**src/rtl/cpu_pkg.sv**
```systemverilog
`timescale 1ns/1ps
package cpu_pkg;
    localparam int DW    = 8;
    localparam int AW    = 8;
    localparam int IW    = 16;
    localparam int FW    = 4;
    localparam int NREG  = 4;
    localparam int RW    = $clog2(NREG);

    localparam logic [FW-1:0] OPC_LOAD  = 4'b0001;
    localparam logic [FW-1:0] OPC_STORE = 4'b0010;
    localparam logic [FW-1:0] OPC_ADD   = 4'b1001;
    localparam logic [FW-1:0] OPC_JMP   = 4'b1010;
    localparam logic [FW-1:0] OPC_JZ    = 4'b1011;
    localparam logic [FW-1:0] OPC_HALT  = 4'b1111;

    typedef enum logic [2:0] {
        ST_FHI, ST_FLO, ST_FWAIT, ST_EXEC, ST_LDWB, ST_STOP
    } state_e;

    typedef enum logic [2:0] {
        K_LOAD, K_STORE, K_ADD, K_JMP, K_JZ, K_STOP
    } kind_e;

    typedef struct packed {
        kind_e           kind;
        logic [RW-1:0]   ra;
        logic [RW-1:0]   rb;
        logic [RW-1:0]   rd;
        logic [AW-1:0]   addr;
    } dec_t;

    typedef struct packed {
        state_e          st;
        logic [AW-1:0]   pc;
        logic [IW-1:0]   ir;
        logic            halted;
    } core_t;
endpackage

```
**src/rtl/cpu_decode.sv**
```systemverilog
`timescale 1ns/1ps
module cpu_decode
    import cpu_pkg::*;
(
    input  logic [IW-1:0] ir,
    output dec_t          dec
);
    logic [FW-1:0] opc;
    logic [FW-1:0] fa;
    logic [FW-1:0] fb;
    logic [FW-1:0] fc;
    logic          ok_a;
    logic          ok_b;
    logic          ok_c;

    always_comb begin
        opc  = ir[IW-1 -: FW];
        fa   = ir[IW-FW-1 -: FW];
        fb   = ir[IW-2*FW-1 -: FW];
        fc   = ir[FW-1:0];
        ok_a = (fa < FW'(NREG));
        ok_b = (fb < FW'(NREG));
        ok_c = (fc < FW'(NREG));

        dec.ra   = fa[RW-1:0];
        dec.rb   = fb[RW-1:0];
        dec.rd   = fc[RW-1:0];
        dec.addr = ir[AW-1:0];

        unique case (opc)
            OPC_LOAD:  dec.kind = ok_a ? K_LOAD  : K_STOP;
            OPC_STORE: dec.kind = ok_a ? K_STORE : K_STOP;
            OPC_ADD:   dec.kind = (ok_a && ok_b && ok_c) ? K_ADD : K_STOP;
            OPC_JMP:   dec.kind = K_JMP;
            OPC_JZ:    dec.kind = ok_a ? K_JZ : K_STOP;
            default:   dec.kind = K_STOP;
        endcase
    end
endmodule

```
**src/rtl/cpu_adder.sv**
```systemverilog
`timescale 1ns/1ps
module cpu_adder #(
    parameter int W = 8
) (
    input  logic [W-1:0] a,
    input  logic [W-1:0] b,
    output logic [W-1:0] sum
);
    logic [W:0] full;

    always_comb begin
        full = {1'b0, a} + {1'b0, b};
        sum  = full[W-1:0];
    end
endmodule

```
**src/rtl/cpu_regfile.sv**
```systemverilog
`timescale 1ns/1ps
module cpu_regfile #(
    parameter int N = 4,
    parameter int W = 8,
    localparam int SW = $clog2(N)
) (
    input  logic          clk,
    input  logic          rst,
    input  logic          wr_en,
    input  logic [SW-1:0] wr_sel,
    input  logic [W-1:0]  wr_val,
    input  logic [SW-1:0] rd_sel_a,
    input  logic [SW-1:0] rd_sel_b,
    output logic [W-1:0]  rd_val_a,
    output logic [W-1:0]  rd_val_b
);
    logic [W-1:0] cell_q [N];

    for (genvar g = 0; g < N; g++) begin : g_cell
        logic [W-1:0] cell_d;

        always_comb begin
            cell_d = cell_q[g];
            if (wr_en && (wr_sel == SW'(g))) begin
                cell_d = wr_val;
            end
        end

        always_ff @(posedge clk) begin
            if (rst) begin
                cell_q[g] <= '0;
            end else begin
                cell_q[g] <= cell_d;
            end
        end
    end

    always_comb begin
        rd_val_a = cell_q[rd_sel_a];
        rd_val_b = cell_q[rd_sel_b];
    end
endmodule

```
**src/rtl/tiny_cpu.sv**
```systemverilog
`timescale 1ns/1ps
module tiny_cpu
    import cpu_pkg::*;
(
    input  logic          clk,
    input  logic          rst,
    output logic [AW-1:0] mem_addr,
    output logic [DW-1:0] mem_wdata,
    output logic          mem_we,
    input  logic [DW-1:0] mem_rdata,
    output logic          halted
);
    localparam logic [AW-1:0] PC_STEP = AW'(IW / DW);

    core_t         cur_q;
    core_t         nxt_d;
    dec_t          dec;
    state_e        st_now;
    logic          rf_we;
    logic [RW-1:0] rf_wsel;
    logic [DW-1:0] rf_wval;
    logic [DW-1:0] rf_a;
    logic [DW-1:0] rf_b;
    logic [DW-1:0] sum;

    cpu_decode u_dec (
        .ir  (cur_q.ir),
        .dec (dec)
    );

    cpu_regfile #(.N(NREG), .W(DW)) u_rf (
        .clk      (clk),
        .rst      (rst),
        .wr_en    (rf_we),
        .wr_sel   (rf_wsel),
        .wr_val   (rf_wval),
        .rd_sel_a (dec.ra),
        .rd_sel_b (dec.rb),
        .rd_val_a (rf_a),
        .rd_val_b (rf_b)
    );

    cpu_adder #(.W(DW)) u_add (
        .a   (rf_a),
        .b   (rf_b),
        .sum (sum)
    );

    always_comb begin
        nxt_d     = cur_q;
        mem_addr  = cur_q.pc;
        mem_wdata = rf_a;
        mem_we    = 1'b0;
        rf_we     = 1'b0;
        rf_wsel   = dec.rd;
        rf_wval   = sum;

        unique case (cur_q.st)
            ST_FHI: begin
                nxt_d.st = ST_FLO;
            end
            ST_FLO: begin
                mem_addr              = cur_q.pc + AW'(1);
                nxt_d.ir[IW-1 -: DW]  = mem_rdata;
                nxt_d.st              = ST_FWAIT;
            end
            ST_FWAIT: begin
                nxt_d.ir[DW-1:0] = mem_rdata;
                nxt_d.pc         = cur_q.pc + PC_STEP;
                nxt_d.st         = ST_EXEC;
            end
            ST_EXEC: begin
                nxt_d.st = ST_FHI;
                unique case (dec.kind)
                    K_LOAD: begin
                        mem_addr = dec.addr;
                        nxt_d.st = ST_LDWB;
                    end
                    K_STORE: begin
                        mem_addr = dec.addr;
                        mem_we   = 1'b1;
                    end
                    K_ADD: begin
                        rf_we = 1'b1;
                    end
                    K_JMP: begin
                        nxt_d.pc = dec.addr;
                    end
                    K_JZ: begin
                        if (rf_a == '0) begin
                            nxt_d.pc = dec.addr;
                        end
                    end
                    default: begin
                        nxt_d.halted = 1'b1;
                        nxt_d.st     = ST_STOP;
                    end
                endcase
            end
            ST_LDWB: begin
                rf_we    = 1'b1;
                rf_wsel  = dec.ra;
                rf_wval  = mem_rdata;
                nxt_d.st = ST_FHI;
            end
            default: begin
                nxt_d.st = ST_STOP;
            end
        endcase
    end

    always_ff @(posedge clk) begin
        if (rst) begin
            cur_q <= '{st: ST_FHI, pc: '0, ir: '0, halted: 1'b0};
        end else begin
            cur_q <= nxt_d;
        end
    end

    assign halted = cur_q.halted;
    assign st_now = cur_q.st;
endmodule

```
**config.mk**
```make
export PLATFORM = sky130hd
export DESIGN_NAME = tiny_cpu
export DESIGN_NICKNAME = d
export VERILOG_FILES = /design/src/rtl/cpu_pkg.sv /design/src/rtl/cpu_decode.sv /design/src/rtl/cpu_adder.sv /design/src/rtl/cpu_regfile.sv /design/src/rtl/tiny_cpu.sv
export SDC_FILE = /design/constraint.sdc
export NUM_CORES = 1
export LEC_CHECK = 0
export BUFFER_PORTS_ARGS = -buffer_cell sky130_fd_sc_hd__clkbuf_2
export CORE_UTILIZATION = 50
export CTS_BUF_LIST = sky130_fd_sc_hd__clkbuf_8
export DETAILED_ROUTE_END_ITERATION = 8
export PLACE_DENSITY_LB_ADDON = 0.3
export SKIP_LAST_GASP = 1
export SLEW_MARGIN = 30
export SYNTH_ARGS = -nofsm -noshare
export SYNTH_HDL_FRONTEND = slang
export SYNTH_SLANG_ARGS = --single-unit
```
**constraint.sdc**
```tcl
create_clock -name clk -period 7.75 [get_ports clk]
set_clock_uncertainty 0.15 [all_clocks]
set_input_delay 0.775 -clock clk [delete_from_list [all_inputs] [get_ports clk]]
set_output_delay 0.775 -clock clk [all_outputs]
set_load 0.05 [all_outputs]
```
; After elaboration in Yosys (flattened, before gate mapping)
; Memory sizes are Yosys's and may differ from the RTL's. A register that Yosys moved wholly into a read port is not among the register bits.
; Cells that the tools add are included.
[op_classes]
mux = 33
n_lt_le_gt_ge = 3
bitwise_logic = 5
n_reduce_logical = 20
eq_ne = 22
add_sub_neg = 3
[ops]
columns = operator, count
row1 = 8-bit 2-to-1 mux, 11
row2 = 8-bit case mux with 2 select lines, 3
row3 = 3-bit case mux with 5 select lines, 2
row4 = "3-bit by 2-bit == test with 1-bit output, second input constant", 4
row5 = "4-bit == test, second input constant", 3
row6 = "4-bit by 3-bit less-than comparator with 1-bit output, second input constant", 3
row7 = 2-bit 2-to-1 mux, 5
row8 = 2-bit AND reduction, 5
row9 = 3-bit 2-to-1 mux, 3
row10 = "8-bit by 1-bit adder with 8-bit output, second input constant", 1
row11 = "8-bit by 2-bit adder with 8-bit output, second input constant", 1
row12 = 8-bit adder, 1
row13 = 8-bit logical NOT, 1
row14 = 1-bit 2-to-1 mux, 7
row15 = "3-bit by 1-bit == test with 1-bit output, second input constant", 2
row16 = "3-bit == test, second input constant", 2
row17 = 1-bit logical AND, 6
row18 = 3-bit logical NOT, 2
row19 = 3-bit case mux with 2 select lines, 1
row20 = 5-bit OR reduction, 1
row21 = "2-bit == test, second input constant", 2
row22 = "4-bit by 1-bit == test with 1-bit output, second input constant", 1
row23 = "4-bit by 2-bit == test with 1-bit output, second input constant", 1
row24 = "1-bit != test, second input constant", 4
row25 = 11 further kinds, 14
[totals]
input_bits = 10
ramBits = 32
wordCells = 92
output_inout_bits = 18
ff_bits = 28
n_memories = 1
[memory_table]
columns = memory, words, word_bits, rd, rd_clocked_by_memory_dff, write_ports, line_no
row1 = u_rf.cell_q, 4, 8, 2, 2, 4, cpu_regfile.sv:17  ; logic [W-1:0] cell_q [N];

; Longest topological paths before layout
; Gate-level depths: netlist (run 1).
[depth]
depth_word = 12
ltp_mapped = 11
depth_no_buf = 10

; Modules after synthesis
; From an unflattened synthesis (run 1), not the netlist that was laid out.
[unflattened]
hier_cells = 394
area_unflattened_um2 = 3925.0
[modules_own_cells]
columns = module, instances, seq_area_each_um2, area_per_inst_um2, cells_per_inst
row1 = tiny_cpu, 1, 560.5, 1762.9, 218
row2 = cpu_regfile, 1, 960.9, 1614.0, 106
row3 = cpu_adder, 1, 0.0, 331.6, 42
row4 = cpu_decode, 1, 0.0, 216.5, 28

; Worst setup path after synthesis (run 1)
; Ideal clock, no wire load.
[synth_path]
path_type = register to register
startpoint = reg with a tool-made name
endpoint = mem u_rf.cell_q[2][5] (data pin)
setup_time_ns = 0.263
path_stages_with_launch = 10
path_buffers = 1
path_slack_ns = 4.726
arrival_time_ns = 2.611
period_less_slack_ns = 3.024
path_cell_list = dfxtp_1 -> buf_6 -> mux4_2 -> ha_1 -> a21o_1 -> a21oi_1 -> o21ai_0 -> a2111oi_0 -> nor3b_1 -> nor2b_1
[synth_rtl]
columns = element, line_no
row1 = to (decl), cpu_regfile.sv:17

; Worst setup path after layout (run 1)
[layout_path]
startpoint = reg cur_q, in the netlist st_now[0]
endpoint = out mem_addr[3]
[layout_between]
elab_chain_cells = 2
[layout_lines]
columns = element, line_no
row1 = from (decl), tiny_cpu.sv:15  ; core_t cur_q;
row2 = from (signal assigned), tiny_cpu.sv:114  ; cur_q <= '{st: ST_FHI, pc: '0, ir: '0, halted: 1'b0};
row3 = from (signal assigned), tiny_cpu.sv:116  ; cur_q <= nxt_d;
row4 = 3-bit by 2-bit == test with 1-bit output or 3-bit by 1-bit == test with 1-bit output (tied branches), tiny_cpu.sv:58  ; unique case (cur_q.st)
row5 = 8-bit case mux with 2 select lines (*), tiny_cpu.sv:58
row6 = to (decl), tiny_cpu.sv:7  ; output logic [AW-1:0] mem_addr,
; Mark *: on every way between the ends. The rest lies on a longest branch, timed or not.

==> reports/qor.yml, run 1 <==
die:
  coreArea_um2: 7214
  fp.dieW_um: 88.36
  ios: 28
  dieArea_um2: 7807
  die_y_um: 88.36
  initial_utilization: 0.5168
  rows: 31
power:
  powerDensity_nw_per_um2: 220.6
  max-vdd-ir-drop_uv: 125.2
  leakagePower_uw: 0.001492
drt:
  viasPerCell: 6.043
  vias: 3094
  wire_per_inst_um: 17.61
  drt_first_pass_iters: 5
  ant_nets: 0
  drc_errors: 0
  drtIter0Drc: 223
  wirelength_um: 9014
clock_network:
  post_cts_buffers: 0
  cts_made_buffers: 9
  postCtsHoldBufs: 0
  clkTransAtPathRegs_ns: 0.07
  clk_path_buf_depth: 2
  cts_resized: 0
  cts_tree: "done"
  clkSinkCount: 64
  clock-root-buffer: "clkbuf_8"
  cts.htree.levels: 3
  clk_latency_ns: 0.34
yosys:
  synthTopCellsByArea: "edfxtp_1, dfxtp_1, mux4_2"
  synth_ff_type: "edfxtp_1"
  synth_edf_count: 32
  synthCells: 388
  ys_seq_elements: 64
  syn_nets: 408
  seq_area_frac_synth: 0.4295
  synth-async-reset-ratio: 0
  synth_top_cell_by_area: "edfxtp_1"
  synth_top_area_frac: 0.2577
  ys_types: 58
  synth_area_per_cell_um2: 9.610
  yosysWarnings: 0
  synthesis.area_um2: 3729
cells_and_area:
  nets: 428
  final_cell_mix: "nor2_1, nand2_1, dfxtp_1, edfxtp_1, a21oi_1"
  diodes: 0
  layout_commonest_cell: "nor2_1"
  syn2layout_area_growth_pct: 10.74
  drive_above_1_share: 0.1646
  final_area_um2: 4129
critical_path:
  slowest_stage: "nor2_1"
  critPathCaptureType: "output port"
  crit_arrival_ns: 2.66
  path_class: "reg -> out"
  worst_ep_required_time_ns: 6.82
  critPathLaunch: "st_now[0]"
  crit_fanout: 13
  max_stage_delay_ns: 0.79
  path_cells: "nand2b_1, nor2_1, a21oi_1, a221o_1, clkbuf_2"
  startpoint_type: "flip-flop"
timing:
  fin_crit_sh: 0.4625
  period_needed_ns: 3.584
  maxSlewHeadroom: 0.3659
  rsz0062_at_grt: "false"
  hold_violations: 0
  final.setup.tns_ns: 0
  finalSetupViolCount: 0
  fmax_mhz: 279.0
  max_slew.worst_pin.slew_ns: 0.9492
  slew_viol_final: 0
grt:
  grt_max_degree: 38
  grt_pass1_vias: 2855
  gr-total-overflow: 0
  grt.total_usage: 0.2490
  grt_pass1_wl_um: 14280
  antenna_found_initial: 0
place:
  gp_congestion: 0.9106
  dp_hpwl_um: 6658
  placed_area_um2: 3897
  io_buffer_count: 27
min_path:
  worstHoldStart: "halted"
  hold_path.class: "reg -> reg"
job:
  cap_violations: 0
status:
  status: "finished clean"
through the flow:
step / cells / utilization / power [uW] / hold WS (ns) / setup WS [ns]
2_1_floorplan: 388 / - / 545.3 / 0.2943 / 4.726
3_3_place_gp: 496 / 0.5402 / 585.7 / 0.2831 / 4.519
3_5_place_dp: 496 / 0.5402 / 589.7 / 0.2966 / 4.398
4_1_cts: 512 / 0.5720 / 911.3 / 0.3071 / 4.203
5_1_grt: 512 / 0.5723 / 950.2 / 0.3341 / 4.013
6_report: 512 / 0.5723 / 910.7 / 0.3061 / 4.166
worst paths after layout:
path	slack, ns	cells after the start	end
max reg2reg	4.41	8	u_rf.cell_q[0][5]
min reg2reg	0.31	2	halted
max	4.17	5	mem_addr[3]
min	0.31	2	halted
where the power goes:
group / switching, uW / internal [uW]
clock: 134 / 191
combinational: 125 / 65.9
sequential: 23.3 / 371
flip-flops by register name (all words and copies together), names as in the netlist, named ones only:
name / count
u_rf.cell_q: 32
st_now: 3
halted: 1
cur_q: 24
final cells by class:
type	count	area, um2
fillers	649	3085
multi-input cells	295	1998
flip-flops and latches	64	1602
clock buffers	10	137.6
repair buffers	27	135.1
well taps	99	123.9
clock inverters	6	91.34
inverters	11	41.29
synth_stat cells, drive strengths merged, types with 3 or more instances:
master,count
nor3b,3
o21ai,23
mux2i,13
dfxtp,32
clkbuf,11
nand2,51
o22ai,3
nor3,7
a21oi,29
inv,11
nor2,59
xor2,3
and2,3
nand2b,5
ha,9
a21boi,3
edfxtp,32
o32ai,3
mux4,16
nor2b,9
buf,7
a21o,6
nor4,4
xnor2,3
nand3,12
worst max-delay path: cells and delay by family (launching register included):
family / cells / cell delay [ns]
compound gates: 2 / 0.53
simple gates: 2 / 1.07
buf+inv: 1 / 0.24
flops: 1 / 0.48
kinds of logic (layout without fill, tap and decap cells):
| group | after synthesis | after routing | share of synthesized area |
|---|---|---|---|
| AO/OA/AOI/OAI | 85 | 85 | 0.1463 |
| XOR/XNOR | 6 | 6 | 0.01410 |
| adder cells (fa/ha/maj) | 11 | 11 | 0.03826 |
| buffers and inverters | 29 | 54 | 0.03523 |
| flip-flops | 64 | 64 | 0.4295 |
| multiplexers | 31 | 31 | 0.1376 |
| AND/OR/NAND/NOR | 162 | 162 | 0.1990 |
per-layer routing:
metal | global-route usage | share of wire | vias to the layer above
met5 | 0 | 0 | -
met4 | 0.1276 | 0.033 | 0
met3 | 0.06343 | 0.060 | 31
met2 | 0.3853 | 0.46 | 124
met1 | 0.3236 | 0.45 | 1478
li1 | - | - | 1461
Power figures use the tool's default switching activity.
==> inputs of run 2 (changes only) <==
==> constraint.sdc (replaced) <==
create_clock -name clk -period 3.5 [get_ports clk]
set_clock_uncertainty 0.15 [all_clocks]
set_input_delay 0.35 -clock clk [delete_from_list [all_inputs] [get_ports clk]]
set_output_delay 0.35 -clock clk [all_outputs]
set_load 0.05 [all_outputs]
==> reports/qor.yml, run 2 (synthesis results as in run 1) <==
grt:
  grt_pass1_vias: 2902  # was 2855
  gr-total-overflow: 0  # unchanged
  grt_max_degree: 38  # unchanged
  grt_pass1_wl_um: 14900  # was 14280 um
  grt.total_usage: 0.2624  # was 0.2490
  antenna_found_initial: 0  # unchanged
timing:
  hold_violations: 0  # unchanged
  maxSlewHeadroom: 0.4579  # was 0.3659
  final.setup.tns_ns: 0  # unchanged
  fmax_mhz: 312.9
  slew_viol_final: 0  # unchanged
  max_slew.worst_pin.slew_ns: 0.8102  # was 0.9492 ns
  period_needed_ns: 3.196
  rsz0062_at_grt: "false"  # unchanged
  fin_crit_sh: 0.9131
  finalSetupViolCount: 0  # unchanged
critical_path:
  reg2reg_depth: 9  # was 8
  max_stage_delay_ns: 0.56  # was 0.79 ns
  slowest_stage: "dfxtp_1"  # was nor2_1
  cp-endpoint: "u_rf.cell_q[0][6]"  # was mem_addr[3]
  r2r_slack_ns: 0.30  # was 4.41 ns
  startpoint_type: "flip-flop"  # unchanged
  worst_ep_required_time_ns: 3.42  # was 6.82 ns
  reg2reg_to: "u_rf.cell_q[0][6]"  # was u_rf.cell_q[0][5]
  critPathCaptureType: "flip-flop"  # was output port
  crit_fanout: 6  # was 13
  crit_arrival_ns: 3.12  # was 2.66 ns
  path_cells: "buf_4, mux4_2, ha_1, nor2b_1, o21ai_1, a21boi_1, o21ai_0, mux2i_1, nor3_1"  # was nand2b_1, nor2_1, a21oi_1, a221o_1, clkbuf_2
  path_class: "reg -> reg"  # was reg -> out
clock_network:
  cts_made_buffers: 9  # unchanged
  cts.htree.levels: 3  # unchanged
  clk_path_buf_depth: 2  # unchanged
  postCtsHoldBufs: 0  # unchanged
  cts_resized: 0  # unchanged
  clock-root-buffer: "clkbuf_8"  # unchanged
  clkTransAtPathRegs_ns: 0.07  # about the same
  clk_latency_ns: 0.35  # was 0.34 ns
  post_cts_buffers: 0  # unchanged
  clkSinkCount: 64  # unchanged
  cts_tree: "done"  # unchanged
power:
  leakagePower_uw: 0.001541  # was 0.001492 uW
  powerDensity_nw_per_um2: 494.8  # was 220.6 nW/um2
  max-vdd-ir-drop_uv: 247.8  # was 125.2 uV
cells_and_area:
  largest_reg_flops: 32  # unchanged
  nFillCells: 626  # was 649
  diodes: 0  # unchanged
  multi_input_area_um2: 1998  # unchanged
  nets: 435  # was 428
  syn2layout_area_growth_pct: 12.55  # was 10.74%
  largest-register: "u_rf.cell_q"  # unchanged
  drive_above_1_share: 0.1786  # was 0.1646
  utilization: 0.5817  # was 0.5723
  layout_commonest_cell: "nor2_1"  # unchanged
  regArea_um2: 1602  # unchanged
  final_cell_mix: "nor2_1, nand2_1, dfxtp_1, edfxtp_1, a21oi_1"  # unchanged
die:
  dieArea_um2: 7807  # unchanged
  coreArea_um2: 7214  # unchanged
  fp.dieW_um: 88.36  # unchanged
  rows: 31  # unchanged
  ios: 28  # unchanged
  initial_utilization: 0.5168  # unchanged
  die_y_um: 88.36  # unchanged
drt:
  wirelength_um: 9286  # was 9014 um
  drc_errors: 0  # unchanged
  drt_first_pass_iters: 5  # unchanged
  ant_nets: 0  # unchanged
  drtIter0Drc: 280  # was 223
  wire_per_inst_um: 17.89  # was 17.61 um
  vias: 3094  # unchanged
  viasPerCell: 5.961  # was 6.043
place:
  gp_congestion: 0.9098  # was 0.9106
  io_buffer_count: 27  # unchanged
  dp_hpwl_um: 7024  # was 6658 um
job:
  cap_violations: 0  # unchanged
status:
  status: "finished clean"  # unchanged
min_path:
  hold_path.class: "in -> reg"  # was reg -> reg
run 2: cell count changes in the layout (fill, tap and decap cells not counted):
cell,delta
buf_4,+7
bufinv_16,+1
clkbuf_8,-1
clkinv_2,+1
clkinv_4,+2
clkinvlp_4,-2
inv_6,-1
run 2: critical path, delay by kind of cell (launching register included):
| family | cells | cell delay, ns |
|---|---|---|
| simple gates | 2 | 0.26 |
| compound gates | 3 | 0.50 |
| buf+inv | 1 | 0.22 |
| mux | 2 | 0.89 |
| fa+ha+maj | 1 | 0.34 |
| flops | 1 | 0.56 |
run 2: how the worst min path moves through the flow:
| stage | from | end | slack (ns) | depth (start not counted) |
|---|---|---|---|---|
| after floorplan | cur_q[12] | cur_q[12] | 0.29 | 2 |
| after global placement | halted | halted | 0.28 | 2 |
| after detailed placement | halted | halted | 0.29 | 2 |
| after CTS | mem_rdata[5] | cur_q[14] | 0.11 | 3 |
| after global routing | mem_rdata[3] | cur_q[12] | 0.13 | 3 |
| final | mem_rdata[7] | cur_q[16] | 0.12 | 3 |
run 2: final cells by class:
class | instances | area share
tap | 99 | 0.02952
inverter | 11 | 0.009839
sequential | 64 | 0.3816
timing repair buffer | 34 | 0.04472
clock buffer | 9 | 0.02952
multi-input combinational | 295 | 0.4761
clock inverter | 7 | 0.02862
run 2: metrics by stage:
step / worst slack (ns) / instances / hold slack, ns / instance area [um2] / total power [uW]
floorplan: 0.4758 / 388 / 0.2943 / 3729 / 1207
global placement: 0.4179 / 503 / 0.2841 / 3950 / 1307
detailed placement: 0.3175 / 503 / 0.2934 / 3950 / 1313
CTS: 0.3196 / 519 / 0.1058 / 4194 / 2084
global route: 0.1086 / 519 / 0.1274 / 4197 / 2172
finish: 0.3041 / 519 / 0.1151 / 4197 / 2076
run 2: layer usage:
layer	track usage	wire (um)	vias to the layer above
met5	0	0	-
met4	0.1188	225	0
met3	0.06157	568	23
met2	0.4189	4467	116
met1	0.3395	4024	1490
li1	-	-	1465
run 2: report_power, final:
| group | leakage, uW | switching [uW] | internal (uW) |
|---|---|---|---|
| Clock | 0.000119 | 301 | 474 |
| Sequential | 0.000591 | 47.5 | 822 |
| Combinational | 0.000831 | 278 | 154 |
==> inputs of run 3 (changes only) <==
--- a/config.mk
+++ b/config.mk
@@ -9,7 +9,7 @@
 export CORE_UTILIZATION = 50
 export CTS_BUF_LIST = sky130_fd_sc_hd__clkbuf_8
 export DETAILED_ROUTE_END_ITERATION = 8
-export PLACE_DENSITY_LB_ADDON = 0.3
+export PLACE_DENSITY = 0.67
 export SKIP_LAST_GASP = 1
 export SLEW_MARGIN = 30
 export SYNTH_ARGS = -nofsm -noshare
==> constraint.sdc (replaced) <==
create_clock -name clk -period 3.2 [get_ports clk]
set_clock_uncertainty 0.15 [all_clocks]
set_input_delay 0.64 -clock clk [delete_from_list [all_inputs] [get_ports clk]]
set_output_delay 0.64 -clock clk [all_outputs]
set_load 0.05 [all_outputs]
==> reports/qor.yml, run 3 (synthesis results as in run 1) <==
status:
  status: "finished clean"  # unchanged
power:
  leakagePower_uw: 0.001563  # was 0.001541 uW
  max-vdd-ir-drop_uv: 331.0  # was 247.8 uV
  total_power_uw: 2127  # was 2076 uW
  powerDensity_nw_per_um2: 505.6  # was 494.8 nW/um2
clock_network:
  cts_made_buffers: 9  # unchanged
  clk_path_buf_depth: 2  # unchanged
  clkTransAtPathRegs_ns: 0.07  # about the same
  clk_latency_ns: 0.34  # was 0.35 ns
  cts.htree.levels: 3  # unchanged
  cts_tree: "done"  # unchanged
  clock-root-buffer: "clkbuf_8"  # unchanged
  clkSinkCount: 64  # unchanged
die:
  die_y_um: 88.36  # unchanged
  initial_utilization: 0.5168  # unchanged
  ios: 28  # unchanged
  coreArea_um2: 7214  # unchanged
  dieArea_um2: 7807  # unchanged
  fp.dieW_um: 88.36  # unchanged
  rows: 31  # unchanged
drt:
  ant_nets: 0  # unchanged
  routedLengthMet1_um: 4594  # was 4024 um
  route.met3.wl_um: 470  # was 568 um
  viasPerCell: 5.860  # was 5.961
  drc_errors: 0  # unchanged
  met2_length_um: 4381  # was 4467 um
  drtIter0Drc: 185  # was 280
  wire_per_inst_um: 18.21  # was 17.89 um
  top_layer: "met4"  # unchanged
  drt_first_pass_iters: 4  # was 5
  vias: 3088  # was 3094
  wirelength_um: 9599  # was 9286 um
critical_path:
  crit_arrival_ns: 2.35  # was 3.12 ns
  startpoint_type: "flip-flop"  # unchanged
  worst_ep_required_time_ns: 2.41  # was 3.42 ns
  critPathCaptureType: "output port"  # was flip-flop
  path_class: "reg -> out"  # was reg -> reg
  crit_fanout: 4  # was 6
cells_and_area:
  syn2layout_area_growth_pct: 12.82  # was 12.55%
  fin_cells: 527  # was 519
  largest_reg_flops: 32  # unchanged
  nets: 443  # was 435
  diodes: 0  # unchanged
  layout_commonest_cell: "nor2_1"  # unchanged
  largest-register: "u_rf.cell_q"  # unchanged
  final_cell_mix: "nor2_1, nand2_1, edfxtp_1"  # was nor2_1, nand2_1, dfxtp_1, edfxtp_1, a21oi_1
  nFillCells: 625  # was 626
  drive_above_1_share: 0.1963  # was 0.1786
  utilization: 0.5831  # was 0.5817
timing:
  finalSetupViolCount: 0  # unchanged
  rsz0062_at_grt: "true"  # was false
  maxSlewHeadroom: 0.4264  # was 0.4579
  hold_violations: 0  # unchanged
  fmax_mhz: 319.0
  hold_ws_ns: 0.3007  # was 0.1151 ns
  fin_crit_sh: 0.9798
  max_slew.worst_pin.slew_ns: 0.8573  # was 0.8102 ns
  period_needed_ns: 3.135
  slew_viol_final: 0  # unchanged
place:
  io_buffer_count: 27  # unchanged
  dp.cells: 511  # was 503
  gp_congestion: 0.8897  # was 0.9098
  dp_hpwl_um: 6968  # was 7024 um
job:
  cap_violations: 0  # unchanged
grt:
  grt_pass1_vias: 2917  # was 2902
  gr-total-overflow: 0  # unchanged
  antenna_found_initial: 0  # unchanged
  grt_max_degree: 32  # was 38
  grt.total_usage: 0.2610  # was 0.2624
  grt_pass1_wl_um: 14970  # was 14900 um
min_path:
  hold_path.class: "reg -> reg"  # was in -> reg
## run 3: layer usage
metal,up-vias,GRT usage
met5,-,0
met4,0,0.09531
met3,13,0.04011
met2,79,0.3937
met1,1510,0.3801
li1,1486,-
## run 3: final cells by class
cell class                 instances  area, um2  share of cell area
timing repair buffer              42      247.7             0.05889
clock inverter                     7      63.81             0.01517
tap                               99      123.9             0.02945
sequential                        64       1603              0.3810
inverter                          11      41.29            0.009816
clock buffer                       9      123.9             0.02945
multi-input combinational        295       2003              0.4762
## run 3: final timing paths
| check | from | to | slack, ns | cells after the start |
|---|---|---|---|---|
| max | cur_q[11] | mem_addr[5] | 0.06 | 7 |
| min | halted | halted | 0.30 | 2 |
| max reg2reg | flip-flop | u_rf.cell_q[1][6] | 0.18 | 11 |
| min reg2reg | halted | halted | 0.30 | 2 |
## run 3: what timing repair did
item | in CTS | in global routing
hold buffers | 0 | 0
hold endpoints to repair | 0 | 0
buffers inserted | 0 | 0
endpoints found under the setup margin | 0 | 7
gates resized for setup | 0 | 4
## run 3: through the flow
stage,area [um2],worst slack (ns),setup TNS [ns]
finish,4207,0.06474,0
global route,4207,-0.01384,-0.02756
CTS,4198,0.01514,0
detailed placement,4010,0.1978,0
global placement,4010,0.2206,0
floorplan,3729,0.1758,0
## run 3: report_power, final
group	switching, uW	total (uW)	internal (uW)
Combinational	325	506	182
Clock	328	680	353
Sequential	41.2	940	899
Total	694	2130	1430
## run 3: worst max-delay path, cell delays in order, from the launching register on
cell and delay (ns):
dfxtp_1 0.33, or2_1 0.28, nor3_1 0.24, o21ai_1 0.22
nor2_1 0.28, a21oi_1 0.12, a221o_1 0.31, clkbuf_2 0.23
